===== src/rtl/rhb_pkg.sv =====
package rhb_pkg;

  typedef enum logic {
    WALK_IDLE = 1'b0,
    WALK_UNDO = 1'b1
  } walk_e;

endpackage


===== src/rtl/rhb_ring.sv =====
module rhb_ring #(
  parameter int DEPTH = 4,
  parameter int ENT_W = 8,
  localparam int CNT_W = $clog2(DEPTH + 1)
) (
  input  logic             clk,
  input  logic             rst_n,
  input  logic             push_en,
  input  logic [ENT_W-1:0] push_data,
  input  logic             pop_young_en,
  input  logic             pop_old_en,
  output logic [ENT_W-1:0] young_data,
  output logic [ENT_W-1:0] old_data,
  output logic [CNT_W-1:0] count_o,
  output logic             empty_o,
  output logic             full_o
);

  localparam int PTR_W = (DEPTH > 1) ? $clog2(DEPTH) : 1;
  localparam logic [PTR_W-1:0] LAST = PTR_W'(DEPTH - 1);
  localparam logic [CNT_W-1:0] CAP  = CNT_W'(DEPTH);

  logic [ENT_W-1:0] mem [DEPTH];
  logic [PTR_W-1:0] head_q, head_n;
  logic [PTR_W-1:0] tail_q, tail_n;
  logic [CNT_W-1:0] cnt_q, cnt_n;
  logic [PTR_W-1:0] young_idx;

  function automatic logic [PTR_W-1:0] ptr_inc(input logic [PTR_W-1:0] p);
    return (p == LAST) ? '0 : p + PTR_W'(1);
  endfunction

  function automatic logic [PTR_W-1:0] ptr_dec(input logic [PTR_W-1:0] p);
    return (p == '0) ? LAST : p - PTR_W'(1);
  endfunction

  always_comb begin
    tail_n = tail_q;
    head_n = head_q;
    if (push_en) begin
      tail_n = ptr_inc(tail_q);
    end else if (pop_young_en) begin
      tail_n = ptr_dec(tail_q);
    end
    if (pop_old_en) begin
      head_n = ptr_inc(head_q);
    end
    cnt_n = cnt_q + CNT_W'(push_en) - CNT_W'(pop_young_en) - CNT_W'(pop_old_en);
  end

  always_ff @(posedge clk or negedge rst_n) begin
    if (!rst_n) begin
      head_q <= '0;
      tail_q <= '0;
      cnt_q  <= '0;
    end else begin
      head_q <= head_n;
      tail_q <= tail_n;
      cnt_q  <= cnt_n;
    end
  end

  // storage carries no reset; only slots below the count are ever read
  always_ff @(posedge clk) begin
    if (push_en) begin
      mem[tail_q] <= push_data;
    end
  end

  assign young_idx  = ptr_dec(tail_q);
  assign young_data = mem[young_idx];
  assign old_data   = mem[head_q];
  assign count_o    = cnt_q;
  assign empty_o    = (cnt_q == '0);
  assign full_o     = (cnt_q == CAP);

  p_push_not_full_r2: assert property (@(posedge clk) disable iff (!rst_n)
    push_en |-> !full_o);

  p_count_bound_r2: assert property (@(posedge clk) disable iff (!rst_n)
    cnt_q <= CAP);

  p_pop_nonempty_r3: assert property (@(posedge clk) disable iff (!rst_n)
    (pop_young_en || pop_old_en) |-> !empty_o);

  p_single_pop_r8: assert property (@(posedge clk) disable iff (!rst_n)
    !(pop_young_en && pop_old_en));

endmodule


===== src/rtl/rhb_thread.sv =====
module rhb_thread
  import rhb_pkg::*;
#(
  parameter int DEPTH  = 4,
  parameter int SEQ_W  = 8,
  parameter int AREG_W = 5,
  parameter int PREG_W = 6
) (
  input  logic              clk,
  input  logic              rst_n,
  input  logic              push_req,
  input  logic [SEQ_W-1:0]  push_seq,
  input  logic [AREG_W-1:0] push_areg,
  input  logic [PREG_W-1:0] push_new_preg,
  input  logic [PREG_W-1:0] push_old_preg,
  input  logic              squash_req,
  input  logic [SEQ_W-1:0]  squash_seq,
  input  logic              commit_req,
  input  logic [SEQ_W-1:0]  commit_seq,
  output logic              full_o,
  output logic              busy_o,
  output logic              restore_valid_o,
  output logic [AREG_W-1:0] restore_areg_o,
  output logic [PREG_W-1:0] restore_preg_o,
  output logic              release_valid_o,
  output logic [PREG_W-1:0] release_preg_o
);

  localparam int ENT_W = SEQ_W + AREG_W + 2 * PREG_W;
  localparam int CNT_W = $clog2(DEPTH + 1);

  typedef struct packed {
    logic [SEQ_W-1:0]  seq;
    logic [AREG_W-1:0] areg;
    logic [PREG_W-1:0] new_p;
    logic [PREG_W-1:0] old_p;
  } rec_t;

  rec_t             push_rec, young_rec, old_rec;
  logic [ENT_W-1:0] young_raw, old_raw;
  logic [CNT_W-1:0] count;
  logic             empty, full;

  walk_e            walk_q, walk_n;
  logic [SEQ_W-1:0] sq_seq_q, sq_seq_n;
  logic [SEQ_W-1:0] mark_q, mark_n;
  logic             mark_vld_q, mark_vld_n;

  logic             walking;
  logic             undo_hit;
  logic             retire_hit;
  logic             push_en;

  assign push_rec = '{seq: push_seq, areg: push_areg,
                      new_p: push_new_preg, old_p: push_old_preg};

  rhb_ring #(
    .DEPTH (DEPTH),
    .ENT_W (ENT_W)
  ) ring_i (
    .clk          (clk),
    .rst_n        (rst_n),
    .push_en      (push_en),
    .push_data    (push_rec),
    .pop_young_en (undo_hit),
    .pop_old_en   (retire_hit),
    .young_data   (young_raw),
    .old_data     (old_raw),
    .count_o      (count),
    .empty_o      (empty),
    .full_o       (full)
  );

  assign young_rec = young_raw;
  assign old_rec   = old_raw;

  assign walking    = (walk_q == WALK_UNDO);
  assign undo_hit   = walking && !empty && (young_rec.seq > sq_seq_q);
  assign retire_hit = !walking && mark_vld_q && !empty && (old_rec.seq <= mark_q);
  assign push_en    = push_req && !full && !walking;

  always_comb begin
    walk_n     = walk_q;
    sq_seq_n   = sq_seq_q;
    mark_n     = mark_q;
    mark_vld_n = mark_vld_q;
    if (squash_req) begin
      walk_n   = WALK_UNDO;
      sq_seq_n = squash_seq;
    end else if (walking && !undo_hit) begin
      walk_n = WALK_IDLE;
    end
    if (commit_req) begin
      mark_n     = commit_seq;
      mark_vld_n = 1'b1;
    end
  end

  always_ff @(posedge clk or negedge rst_n) begin
    if (!rst_n) begin
      walk_q     <= WALK_IDLE;
      sq_seq_q   <= '0;
      mark_q     <= '0;
      mark_vld_q <= 1'b0;
    end else begin
      walk_q     <= walk_n;
      mark_vld_q <= mark_vld_n;
      if (squash_req) begin
        sq_seq_q <= sq_seq_n;
      end
      if (commit_req) begin
        mark_q <= mark_n;
      end
    end
  end

  assign full_o          = full;
  assign busy_o          = walking;
  assign restore_valid_o = undo_hit;
  assign restore_areg_o  = young_rec.areg;
  assign restore_preg_o  = young_rec.old_p;
  assign release_valid_o = undo_hit || retire_hit;
  assign release_preg_o  = undo_hit ? young_rec.new_p : old_rec.old_p;

  p_squash_starts_walk_r3: assert property (@(posedge clk) disable iff (!rst_n)
    squash_req |=> busy_o);

  p_undo_shrinks_log_r3: assert property (@(posedge clk) disable iff (!rst_n)
    (undo_hit && !squash_req) |=> (count == $past(count) - CNT_W'(1)));

  p_walk_leaves_older_r5: assert property (@(posedge clk) disable iff (!rst_n)
    $fell(busy_o) |-> (empty || (young_rec.seq <= sq_seq_q)));

  p_busy_refuses_push_r6: assert property (@(posedge clk) disable iff (!rst_n)
    (busy_o && !undo_hit) |=> (count == $past(count)));

  p_retire_shrinks_log_r7: assert property (@(posedge clk) disable iff (!rst_n)
    retire_hit |=> (count == $past(count) - CNT_W'(1) + CNT_W'($past(push_en))));

  p_retire_within_mark_r11: assert property (@(posedge clk) disable iff (!rst_n)
    (release_valid_o && !restore_valid_o) |-> (old_rec.seq <= mark_q));

endmodule


===== src/rtl/rename_history_buf.sv =====
module rename_history_buf #(
  parameter int NUM_THREADS = 2,
  parameter int DEPTH       = 4,
  parameter int SEQ_W       = 8,
  parameter int AREG_W      = 5,
  parameter int PREG_W      = 6,
  localparam int TID_W      = (NUM_THREADS > 1) ? $clog2(NUM_THREADS) : 1
) (
  input  logic                          clk,
  input  logic                          rst_n,
  input  logic                          push_valid,
  input  logic [TID_W-1:0]              push_tid,
  input  logic [SEQ_W-1:0]              push_seq,
  input  logic [AREG_W-1:0]             push_areg,
  input  logic [PREG_W-1:0]             push_new_preg,
  input  logic [PREG_W-1:0]             push_old_preg,
  input  logic                          squash_valid,
  input  logic [TID_W-1:0]              squash_tid,
  input  logic [SEQ_W-1:0]              squash_seq,
  input  logic                          commit_valid,
  input  logic [TID_W-1:0]              commit_tid,
  input  logic [SEQ_W-1:0]              commit_seq,
  output logic [NUM_THREADS-1:0]        full_o,
  output logic [NUM_THREADS-1:0]        busy_o,
  output logic [NUM_THREADS-1:0]        restore_valid_o,
  output logic [NUM_THREADS*AREG_W-1:0] restore_areg_o,
  output logic [NUM_THREADS*PREG_W-1:0] restore_preg_o,
  output logic [NUM_THREADS-1:0]        release_valid_o,
  output logic [NUM_THREADS*PREG_W-1:0] release_preg_o
);

  for (genvar t = 0; t < NUM_THREADS; t++) begin : g_thr
    logic push_hit, squash_hit, commit_hit;

    assign push_hit   = push_valid   && (push_tid   == TID_W'(t));
    assign squash_hit = squash_valid && (squash_tid == TID_W'(t));
    assign commit_hit = commit_valid && (commit_tid == TID_W'(t));

    rhb_thread #(
      .DEPTH  (DEPTH),
      .SEQ_W  (SEQ_W),
      .AREG_W (AREG_W),
      .PREG_W (PREG_W)
    ) thread_i (
      .clk             (clk),
      .rst_n           (rst_n),
      .push_req        (push_hit),
      .push_seq        (push_seq),
      .push_areg       (push_areg),
      .push_new_preg   (push_new_preg),
      .push_old_preg   (push_old_preg),
      .squash_req      (squash_hit),
      .squash_seq      (squash_seq),
      .commit_req      (commit_hit),
      .commit_seq      (commit_seq),
      .full_o          (full_o[t]),
      .busy_o          (busy_o[t]),
      .restore_valid_o (restore_valid_o[t]),
      .restore_areg_o  (restore_areg_o[t*AREG_W +: AREG_W]),
      .restore_preg_o  (restore_preg_o[t*PREG_W +: PREG_W]),
      .release_valid_o (release_valid_o[t]),
      .release_preg_o  (release_preg_o[t*PREG_W +: PREG_W])
    );

    p_restore_pairs_release_r4: assert property (@(posedge clk) disable iff (!rst_n)
      restore_valid_o[t] |-> release_valid_o[t]);

    p_restore_needs_busy_r9: assert property (@(posedge clk) disable iff (!rst_n)
      restore_valid_o[t] |-> busy_o[t]);
  end

endmodule


===== config.mk =====
export PLATFORM = sky130hd
export DESIGN_NAME = rename_history_buf
export DESIGN_NICKNAME = d
export VERILOG_FILES = /design/src/rtl/rhb_pkg.sv /design/src/rtl/rhb_ring.sv /design/src/rtl/rhb_thread.sv /design/src/rtl/rename_history_buf.sv
export SDC_FILE = /design/constraint.sdc
export NUM_CORES = 1
export LEC_CHECK = 0
export BUFFER_PORTS_ARGS = -buffer_cell sky130_fd_sc_hd__buf_2
export CAP_MARGIN = 20
export CORE_ASPECT_RATIO = 1.2
export CORE_MARGIN = 2
export CORE_UTILIZATION = 30
export CTS_BUF_LIST = sky130_fd_sc_hd__clkbuf_4 sky130_fd_sc_hd__clkbuf_8
export CTS_CLUSTER_DIAMETER = 40
export DETAILED_ROUTE_END_ITERATION = 10
export MAX_ROUTING_LAYER = met4
export PLACE_DENSITY = 0.46
export SYNTH_ARGS = -nofsm -noshare
export SYNTH_HDL_FRONTEND = slang
export SYNTH_SLANG_ARGS = --single-unit

===== constraint.sdc =====
create_clock -name clk -period 5.6 [get_ports clk]
set_input_delay 1.12 -clock clk [delete_from_list [all_inputs] [get_ports clk]]
set_output_delay 1.12 -clock clk [all_outputs]
set_load 0.02 [all_outputs]

==> impl_metrics.yaml, run 1 <==
status:
  status: "finished, final reports clean"
synthesis:
  yosysSeqAreaShare_pct: 64.2
  syn_nets: 755
  syn_inst: 654
  synthFlopType: "edfxtp_1"
  synthArstFlopShare_pct: 20.0
  synth_top_cells_by_count: "200 x edfxtp_1, 59 x mux4_2, 50 x dfrtp_1, 50 x ha_1, 46 x inv_1"
  synth.top_cell.area_share_pct: 53.1
  ys_types: 50
  synth_area_leaders: "edfxtp_1 53%, mux4_2 12%, dfrtp_1 11%"
  synth_area_mm2: 0.0113
  yosysMostFrequentCell: "edfxtp_1"
  synth_area_per_cell_um2: 17.3
  synth_edf_count: 200
  yosysWarnings: 0
  synth_top_cell_by_area: "edfxtp_1"
  ys_seq_elements: 250
die:
  row_count: 77
  die_h_um: 217
  dieArea_mm2: 0.0392
  start_util_pct: 30.5
  ios: 91
  core_mm2: 0.0370
  die_x_um: 181
pwr:
  p_leak_nw: 4.99
  power.density_mw_per_mm2: 561
  ir_drop_mv: 0.252
sta:
  tightest_slew_ns: 0.939
  relSlewSlack_pct: 37.4
  setup-tns-final_ns: 0
  hold_violations: 0
  setup_viol: 0
  period_share_pct: 93.9
  finalMaxSlewViolations: 0
  max_freq_mhz: 190
  fin_skew_ns: 0.0348
  fin_crit_ns: 5.26
  rsz0062_at_grt: "false"
drt:
  dr.pass1.iters: 4
  wirelength_um: 27200
  drt_iter0_drc: 310
  drc: 0
  postRouteAntennaNets: 0
  avgRoutedWirePerCell_um: 21.0
  via_per_inst: 4.75
  routed-via-count: 6162
worst_setup_path:
  crit_start: "g_thr[1].thread_i.ring_i.tail_q[0]"
  worstSetupEndpointType: "primary output"
  cp_max_fo: 10
  worstPathRequired_ns: 4.48
  worstReg2RegStart: "g_thr[0].thread_i.ring_i.tail_q[0]"
  arrival_ns: 4.14
  critPathKind: "reg -> out"
  start_kind: "flip-flop"
cts:
  clk_pin_slew_ns: 0.06
  clock_latency_ns: 0.58
  clock-sinks: 250
  cts_tree: "done"
  cts_hold_buf: 0
  root_buffer: "clkbuf_8"
  cts_resized: 0
  cts_buffers: 47
  h-tree-depth: 2
  clockBufferDepth: 3
  postCtsSetupBuffers: 0
place:
  hpwl_um: 18300
  port-buffer-count: 90
  dpl.cell_count: 1199
  gp_congestion: 0.806
finish:
  drive_gt1_share_pct: 37.4
  synthToLayoutAreaGrowth_pct: 17.7
  fin_cells: 1297
  nets: 880
global_route:
  grt_pass1_wl_um: 41700
  grt.total_usage_pct: 14.6
  grt_pass1_vias: 6943
  antenna_found_initial: 5
  grt.overflow.total: 0
  grt_max_degree: 51
worst_hold_path:
  min_from: "g_thr[0].thread_i.mark_vld_q"
  min_path_type: "reg -> reg"
run:
  drv_cap: 0
==> flip-flops by register name, summed over array words and instances (netlist names) <==
name,flops
g_thr.thread_i.sq_seq_q,16
g_thr.thread_i.ring_i.head_q,4
g_thr.thread_i.ring_i.tail_q,4
g_thr.thread_i.busy_o,2
g_thr.thread_i.mark_q,16
g_thr.thread_i.ring_i.count_o,6
g_thr.thread_i.ring_i.mem,200
g_thr.thread_i.mark_vld_q,2
==> cell families after synthesis <==
group | Yosys count | share of synthesized area, %
flip-flops | 250 | 64.2
multiplexers | 113 | 18.1
AND/OR/NAND/NOR | 86 | 4.25
buffers and inverters | 82 | 3.42
AO/OA/AOI/OAI | 67 | 3.80
adder cells (fa/ha/maj) | 52 | 5.89
XOR/XNOR | 4 | 0.310
==> layout by cell type (no fill, tap or decap), types with 15 or more instances in the layout <==
master | netlist | layout
edfxtp_1 | 200 | 200
buf_2 | 10 | 90
mux4_2 | 59 | 59
ha_1 | 50 | 50
clkbuf_8 | 0 | 50
dfrtp_1 | 50 | 49
inv_1 | 46 | 46
mux2_2 | 34 | 34
nand2_1 | 27 | 27
o21ai_0 | 24 | 24
a21oi_1 | 21 | 21
clkbuf_4 | 0 | 20
buf_4 | 9 | 19
nor2_1 | 15 | 15
==> worst paths after layout <==
check                                                 endpoint  slack [ns]  cells after the start
hold / removal                    g_thr[0].thread_i.mark_vld_q        0.47                      1
min in group asynchronous   g_thr[0].thread_i.ring_i.tail_q[1]        0.68                      2
hold reg to reg                   g_thr[0].thread_i.mark_vld_q        0.47                      1
setup / recovery                             release_preg_o[9]        0.34                     12
setup reg to reg           g_thr[0].thread_i.ring_i.count_o[2]        1.03                     15
max in group asynchronous   g_thr[0].thread_i.ring_i.tail_q[0]        4.42                      2
==> power breakdown <==
group / switching, mW / internal, mW / total [mW]
clock: 0.788 / 1.01 / 1.80
combinational: 1.79 / 1.42 / 3.21
sequential: 0.199 / 2.25 / 2.45
total: 2.78 / 4.68 / 7.46
==> worst max-delay path, cell delays in order, from the launching register on <==
cell and delay (ns):
dfrtp_1 0.44, inv_1 0.13, ha_1 0.26, nor2_4 0.23, buf_4 0.18, mux4_2 0.50, ha_1 0.32, a21oi_1 0.16
a21oi_1 0.11, o31ai_2 0.37, buf_4 0.31, mux2_2 0.38, buf_2 0.17
==> metal layers <==
metal	track usage (%)	vias up	share of wire, %
li1	-	2805	-
met1	17.1	3154	42
met2	24.6	154	50
met3	4.12	49	5.8
met4	3.88	0	2.0
met5	-	-	0
==> through the flow <==
step | power [mW] | utilization (%) | cell area (µm²) | setup slack, ns | hold slack (ns)
floorplan | 4.76 | - | 11300 | 1.12 | 0.430
global placement | 5.64 | 33.1 | 12300 | 0.828 | 0.446
detailed placement | 5.72 | 33.1 | 12300 | 0.749 | 0.448
CTS | 7.57 | 35.8 | 13200 | 0.0955 | 0.477
global route | 7.97 | 36.0 | 13300 | 0.0926 | 0.516
finish | 7.46 | 36.0 | 13300 | 0.339 | 0.474
==> area by class of cell <==
cell class | count | area (µm²)
inverter | 48 | 183
timing repair buffer | 110 | 621
clock buffer | 70 | 838
multi-input combinational | 322 | 3660
antenna | 5 | 12.5
clock inverter | 18 | 135
sequential | 250 | 7260
fill | 3557 | 23700
tap | 474 | 593
Note: power is estimated with default switching activity, not from simulation.
==> inputs of run 2 (changes only) <==
--- a/config.mk
+++ b/config.mk
@@ -17,4 +17,5 @@
 export PLACE_DENSITY = 0.46
 export SYNTH_ARGS = -nofsm -noshare
 export SYNTH_HDL_FRONTEND = slang
+export SYNTH_HIERARCHICAL = 1
 export SYNTH_SLANG_ARGS = --single-unit
==> run 2 against run 1 <==
First-iteration DRC count down 7.7%; core utilization down 0.60 points; register-to-register slack better by 0.14 ns; cell count up 2.3%; largest cell class unchanged; clock skew down 0.0066 ns; sequential cell count unchanged; non-clock buffer count unchanged; sequential share of layout area down 0.062 points; maximum frequency up 4.5%; highest routed layer unchanged; global-route usage down 0.17 points.
==> impl_metrics.yaml, run 2 <==
finish:
  largest_register_ffs: 200
  multi_input_area_mm2: 0.00374
  largestRegisters: "g_thr.thread_i/ring_i/mem: 200 flops, g_thr.thread_i/mark_q: 16 flops, g_thr.thread_i/sq_seq_q: 16 flops"
  final_common_cell: "edfxtp_1"
  top_register: "g_thr.thread_i/ring_i/mem"
  final.fill_count: 3601
  drive_gt1_share_pct: 30.9
  seqCellArea_mm2: 0.00726
  synthToLayoutAreaGrowth_pct: 16.4
  nets: 911
  layout_common_cells: "200 x edfxtp_1, 91 x buf_2, 72 x mux2i_1, 53 x clkbuf_8, 50 x inv_1"
die:
  row_count: 78
  die_h_um: 218
  dieArea_mm2: 0.0397
  ios: 91
  core_mm2: 0.0377
  start_util_pct: 30.4
  die_x_um: 182
drt:
  postRouteAntennaNets: 0
  wirelength_um: 27200
  drt_iter0_drc: 286
  routed-via-count: 6209
  dr.pass1.iters: 4
  avgRoutedWirePerCell_um: 20.5
  via_per_inst: 4.68
  drc: 0
status:
  status: "finished, final reports clean"
global_route:
  antenna_found_initial: 2
  grt.overflow.total: 0
  grt_pass1_wl_um: 41500
  grt_pass1_vias: 6728
  grt_max_degree: 51
  grt.total_usage_pct: 14.4
pwr:
  p_leak_nw: 5.19
  swShare_pct: 37.1
  power.internal_mw: 4.60
  power_mw: 7.31
  clkPwrFrac_pct: 23.3
  ir_drop_mv: 0.281
  p_sw_mw: 2.71
  power_frac_seq_pct: 33.0
  power.density_mw_per_mm2: 549
  comb_power_share_pct: 43.7
sta:
  relSlewSlack_pct: 33.2
  setup_viol: 0
  finalMaxSlewViolations: 0
  rsz0062_at_grt: "false"
  setup-tns-final_ns: 0
  period_share_pct: 89.9
  hold_violations: 0
  fin_skew_ns: 0.0282
  max_freq_mhz: 199
  tightest_slew_ns: 1.00
  fin_crit_ns: 5.04
worst_setup_path:
  worstPathRequired_ns: 4.48
  worstSetupEndpointType: "primary output"
  critPathKind: "reg -> out"
  endpoint: "release_preg_o[2]"
  arrival_ns: 3.92
  worstReg2RegStart: "g_thr[0].thread_i/ring_i/tail_q[0]"
  cp_max_fo: 10
  worst_r2r_path_depth: 20
  reg2reg_to: "g_thr[0].thread_i/ring_i/count_o[2]"
  crit_start: "g_thr[0].thread_i/ring_i/tail_q[0]"
  r2r_slack_ns: 1.17
  start_kind: "flip-flop"
place:
  hpwl_um: 18300
  gp_congestion: 0.727
  port-buffer-count: 90
cts:
  clockBufferDepth: 3
  cts_tree: "done"
  clock-sinks: 250
  cts_resized: 0
  h-tree-depth: 2
  postCtsSetupBuffers: 0
  cts_buffers: 50
  clk_pin_slew_ns: 0.05
  root_buffer: "clkbuf_8"
  cts_hold_buf: 0
  clock_latency_ns: 0.56
worst_hold_path:
  min_from: "g_thr[1].thread_i/mark_vld_q"
  min_path_type: "reg -> reg"
synthesis:
  yosysWarnings: 6
  synth_area_mm2: 0.0114
  syn_inst: 680
  syn_nets: 779
  synth_area_per_cell_um2: 16.8
run:
  drv_cap: 0
[run 2: power by group through the flow]
stage	clock, mW	combinational (mW)	sequential, mW
after floorplan	0	2.47	2.36
after CTS	1.77	3.28	2.42
after global placement	0	3.26	2.45
after detailed placement	0	3.26	2.45
final	1.70	3.20	2.41
after global routing	1.87	3.53	2.45
[run 2: metrics by stage]
stage / hold slack [ns] / area (µm²) / setup WS, ns / utilization, % / instances
after floorplan: 0.439 / 11400 / 1.31 / - / 680
after global placement: 0.460 / 12400 / 1.17 / 32.9 / 1239
after detailed placement: 0.456 / 12400 / 1.08 / 32.9 / 1240
after CTS: 0.473 / 13300 / 0.462 / 35.3 / 1325
after global routing: 0.481 / 13300 / 0.284 / 35.4 / 1327
final: 0.472 / 13300 / 0.564 / 35.4 / 1327
[run 2: worst min-delay path by stage]
stage | endpoint | slack, ns | depth (start not counted)
3_3_place_gp | g_thr[1].thread_i/mark_vld_q | 0.46 | 1
3_5_place_dp | g_thr[1].thread_i/mark_vld_q | 0.46 | 1
6_report | g_thr[1].thread_i/mark_vld_q | 0.47 | 1
2_1_floorplan | g_thr[0].thread_i/mark_vld_q | 0.44 | 1
4_1_cts | g_thr[1].thread_i/mark_vld_q | 0.47 | 1
5_1_grt | g_thr[0].thread_i/mark_vld_q | 0.48 | 1
[run 2: per-layer routing]
layer / up-vias / routed length (µm) / global-route usage (%) / part of all wire, %
li1: 2890 / - / - / -
met1: 3142 / 12500 / 18.7 / 46
met2: 143 / 13000 / 23.1 / 48
met3: 34 / 1330 / 3.19 / 4.9
met4: 0 / 352 / 3.44 / 1.3
met5: - / 0 / - / 0
[run 2: area by class of cell]
cell class              instances  share of cell area [%]
flip-flops and latches        250                    54.5
diodes                          2                  0.0376
repair buffers                110                    4.49
inverters                      50                    1.41
clock buffers                  67                    6.27
well taps                     480                    4.51
multi-input cells             350                    28.1
clock inverters                18                   0.676
[run 2: worst max-delay path, cell delays in order (launching register included)]
cell      delay (ns)
dfrtp_2         0.47
inv_1           0.09
ha_1            0.25
nor2b_4         0.40
buf_4           0.27
mux2i_1         0.21
mux2i_1         0.11
ha_1            0.35
nand2_1         0.05
o21a_1          0.20
a21oi_2         0.18
nand4b_4        0.26
mux2_2          0.36
buf_2           0.16
==> inputs of run 3 (changes only) <==
==> constraint.sdc (replaced) <==
create_clock -name clk -period 4.8 [get_ports clk]
set_input_delay 0.96 -clock clk [delete_from_list [all_inputs] [get_ports clk]]
set_output_delay 0.96 -clock clk [all_outputs]
set_load 0.02 [all_outputs]
==> run 3 against run 2 <==
Wire length grew 1.5%; worst setup slack got worse by 0.33 ns; cell count rose by 1.2%; final area rose by 1.7%; largest cell class unchanged; largest power group unchanged; highest routed layer unchanged.
==> impl_metrics.yaml, run 3 (synthesis gave the netlist of run 2 again) <==
sta:
  finalMaxSlewViolations: 0
  setup_viol: 0
  relSlewSlack_pct: 34.7
  max_freq_mhz: 219
  period_share_pct: 95.1
  setup-tns-final_ns: 0
  fin_crit_ns: 4.57
  tightest_slew_ns: 0.977
  rsz0062_at_grt: "false"
  hold_violations: 0
  fin_skew_ns: 0.0222
drt:
  postRouteAntennaNets: 0
  wirelength_um: 27600
  avgRoutedWirePerCell_um: 20.6
  drt_iter0_drc: 314
  dr.pass1.iters: 4
  via_per_inst: 4.65
  routed-via-count: 6242
  drc: 0
cts:
  cts_buffers: 50
  root_buffer: "clkbuf_8"
  clockBufferDepth: 3
  cts_hold_buf: 0
  clock-sinks: 250
  h-tree-depth: 2
  clock_latency_ns: 0.57
  clk_pin_slew_ns: 0.06
  cts_tree: "done"
finish:
  largestRegisters: "g_thr.thread_i/ring_i/mem: 200 flops, g_thr.thread_i/mark_q: 16 flops, g_thr.thread_i/sq_seq_q: 16 flops"
  drive_gt1_share_pct: 31.5
  top_register: "g_thr.thread_i/ring_i/mem"
  fin_cells: 1343
  nets: 920
  seqCellArea_mm2: 0.00726
  layout_common_cells: "200 x edfxtp_1, 90 x buf_2, 72 x mux2i_1, 51 x clkbuf_8, 50 x inv_1"
  final.fill_count: 3657
  synthToLayoutAreaGrowth_pct: 18.3
  multi_input_area_mm2: 0.00375
  largest_register_ffs: 200
  final_common_cell: "edfxtp_1"
die:
  die_x_um: 182
  row_count: 78
  start_util_pct: 30.4
  core_mm2: 0.0377
  dieArea_mm2: 0.0397
  die_h_um: 218
  ios: 91
global_route:
  grtUsageMet3_pct: 3.31
  met1_usage_pct: 18.6
  grt.overflow.total: 0
  grt_max_degree: 37
  antenna_found_initial: 4
  grt.total_usage_pct: 14.5
  grtUsageMet2_pct: 23.5
  grt_pass1_vias: 6648
  top_usage_layer: "met2"
  grt_pass1_wl_um: 41700
place:
  hpwl_um: 19000
  port-buffer-count: 90
  gp_congestion: 0.720
  dpl.cell_count: 1245
worst_setup_path:
  arrival_ns: 3.61
  reg2reg_to: "g_thr[0].thread_i/ring_i/count_o[2]"
  critPathKind: "reg -> out"
  start_kind: "flip-flop"
  worstPathRequired_ns: 3.84
  cp_max_fo: 17
  worstSetupEndpointType: "primary output"
  worstReg2RegStart: "g_thr[0].thread_i/ring_i/tail_q[1]"
  worst_r2r_path_depth: 16
  r2r_slack_ns: 0.78
worst_hold_path:
  min_path_type: "reg -> reg"
  min_from: "g_thr[0].thread_i/mark_vld_q"
  hold_end: "g_thr[0].thread_i/mark_vld_q"
  holdPathStages: 1
pwr:
  ir_drop_mv: 0.327
  p_leak_nw: 5.29
  power.density_mw_per_mm2: 661
  power_mw: 8.96
status:
  status: "finished, final reports clean"
run:
  drv_cap: 0
[run 3: changes by cell type in the layout (fill, tap and decap cells not counted), moves of 2 or more]
cell       change
clkinv_1       +5
clkbuf_8       -2
diode_2        +2
bufinv_16      +6
buf_4         +10
clkinv_2       -4
[run 3: worst max-delay path, cell delays in order, from the launching register on]
cell	delay [ns]
dfrtp_2	0.35
buf_4	0.33
nor2b_4	0.24
mux4_2	0.54
ha_1	0.34
nand2_1	0.07
o21a_1	0.21
a21oi_2	0.18
nand4b_4	0.25
mux2_2	0.37
buf_2	0.16
[run 3: power breakdown]
group / total, mW / leakage, nW / internal (mW) / switching (mW)
clock network: 2.31 / 0.555 / 1.41 / 0.904
logic: 3.84 / 2.33 / 1.68 / 2.16
registers: 2.80 / 2.41 / 2.62 / 0.178
total: 8.96 / 5.29 / 5.72 / 3.24
[run 3: stage by stage]
| stage | setup WS, ns | cell area (µm²) | hold slack, ns | utilization, % |
|---|---|---|---|---|
| final | 0.234 | 13500 | 0.464 | 36.0 |
| after global routing | 0.0138 | 13500 | 0.482 | 36.0 |
| after CTS | 0.0314 | 13500 | 0.468 | 35.8 |
| after detailed placement | 0.621 | 12400 | 0.457 | 33.0 |
| after global placement | 0.713 | 12400 | 0.457 | 33.0 |
| after floorplan | 0.528 | 11400 | 0.439 | - |
[run 3: what timing repair did]
item / 4_1_cts / 5_1_grt
endpoints found under the setup margin: 0 / 13
setup buffers: 0 / 4
hold endpoints to repair: 0 / 0
resized for setup: 0 / 1
[run 3: final cells by class]
class                      count  share of cell area (%)
sequential                   250                    53.6
multi-input combinational    350                    27.7
clock buffer                  64                    5.90
timing repair buffer         119                    4.93
tap                          480                    4.43
clock inverter                26                    2.00
inverter                      50                    1.39
antenna                        4                  0.0739
[run 3: how the worst max path moves through the flow]
stage	cells past startpoint	endpoint	start
floorplan	19	g_thr[0].thread_i/ring_i/count_o[2]	g_thr[0].thread_i/ring_i/tail_q[0]
global placement	18	g_thr[0].thread_i/ring_i/count_o[2]	g_thr[0].thread_i/ring_i/tail_q[1]
detailed placement	16	g_thr[0].thread_i/ring_i/count_o[2]	g_thr[0].thread_i/ring_i/tail_q[1]
CTS	11	release_preg_o[3]	g_thr[0].thread_i/ring_i/tail_q[1]
global route	10	release_preg_o[8]	g_thr[1].thread_i/ring_i/tail_q[0]
finish	10	release_preg_o[8]	g_thr[1].thread_i/ring_i/tail_q[0]
[run 3: metal layers]
| layer | part of all wire [%] | vias up |
|---|---|---|
| met5 | 0 | - |
| met4 | 1.8 | 0 |
| met3 | 5.2 | 40 |
| met2 | 48 | 152 |
| met1 | 45 | 3148 |
| li1 | - | 2902 |
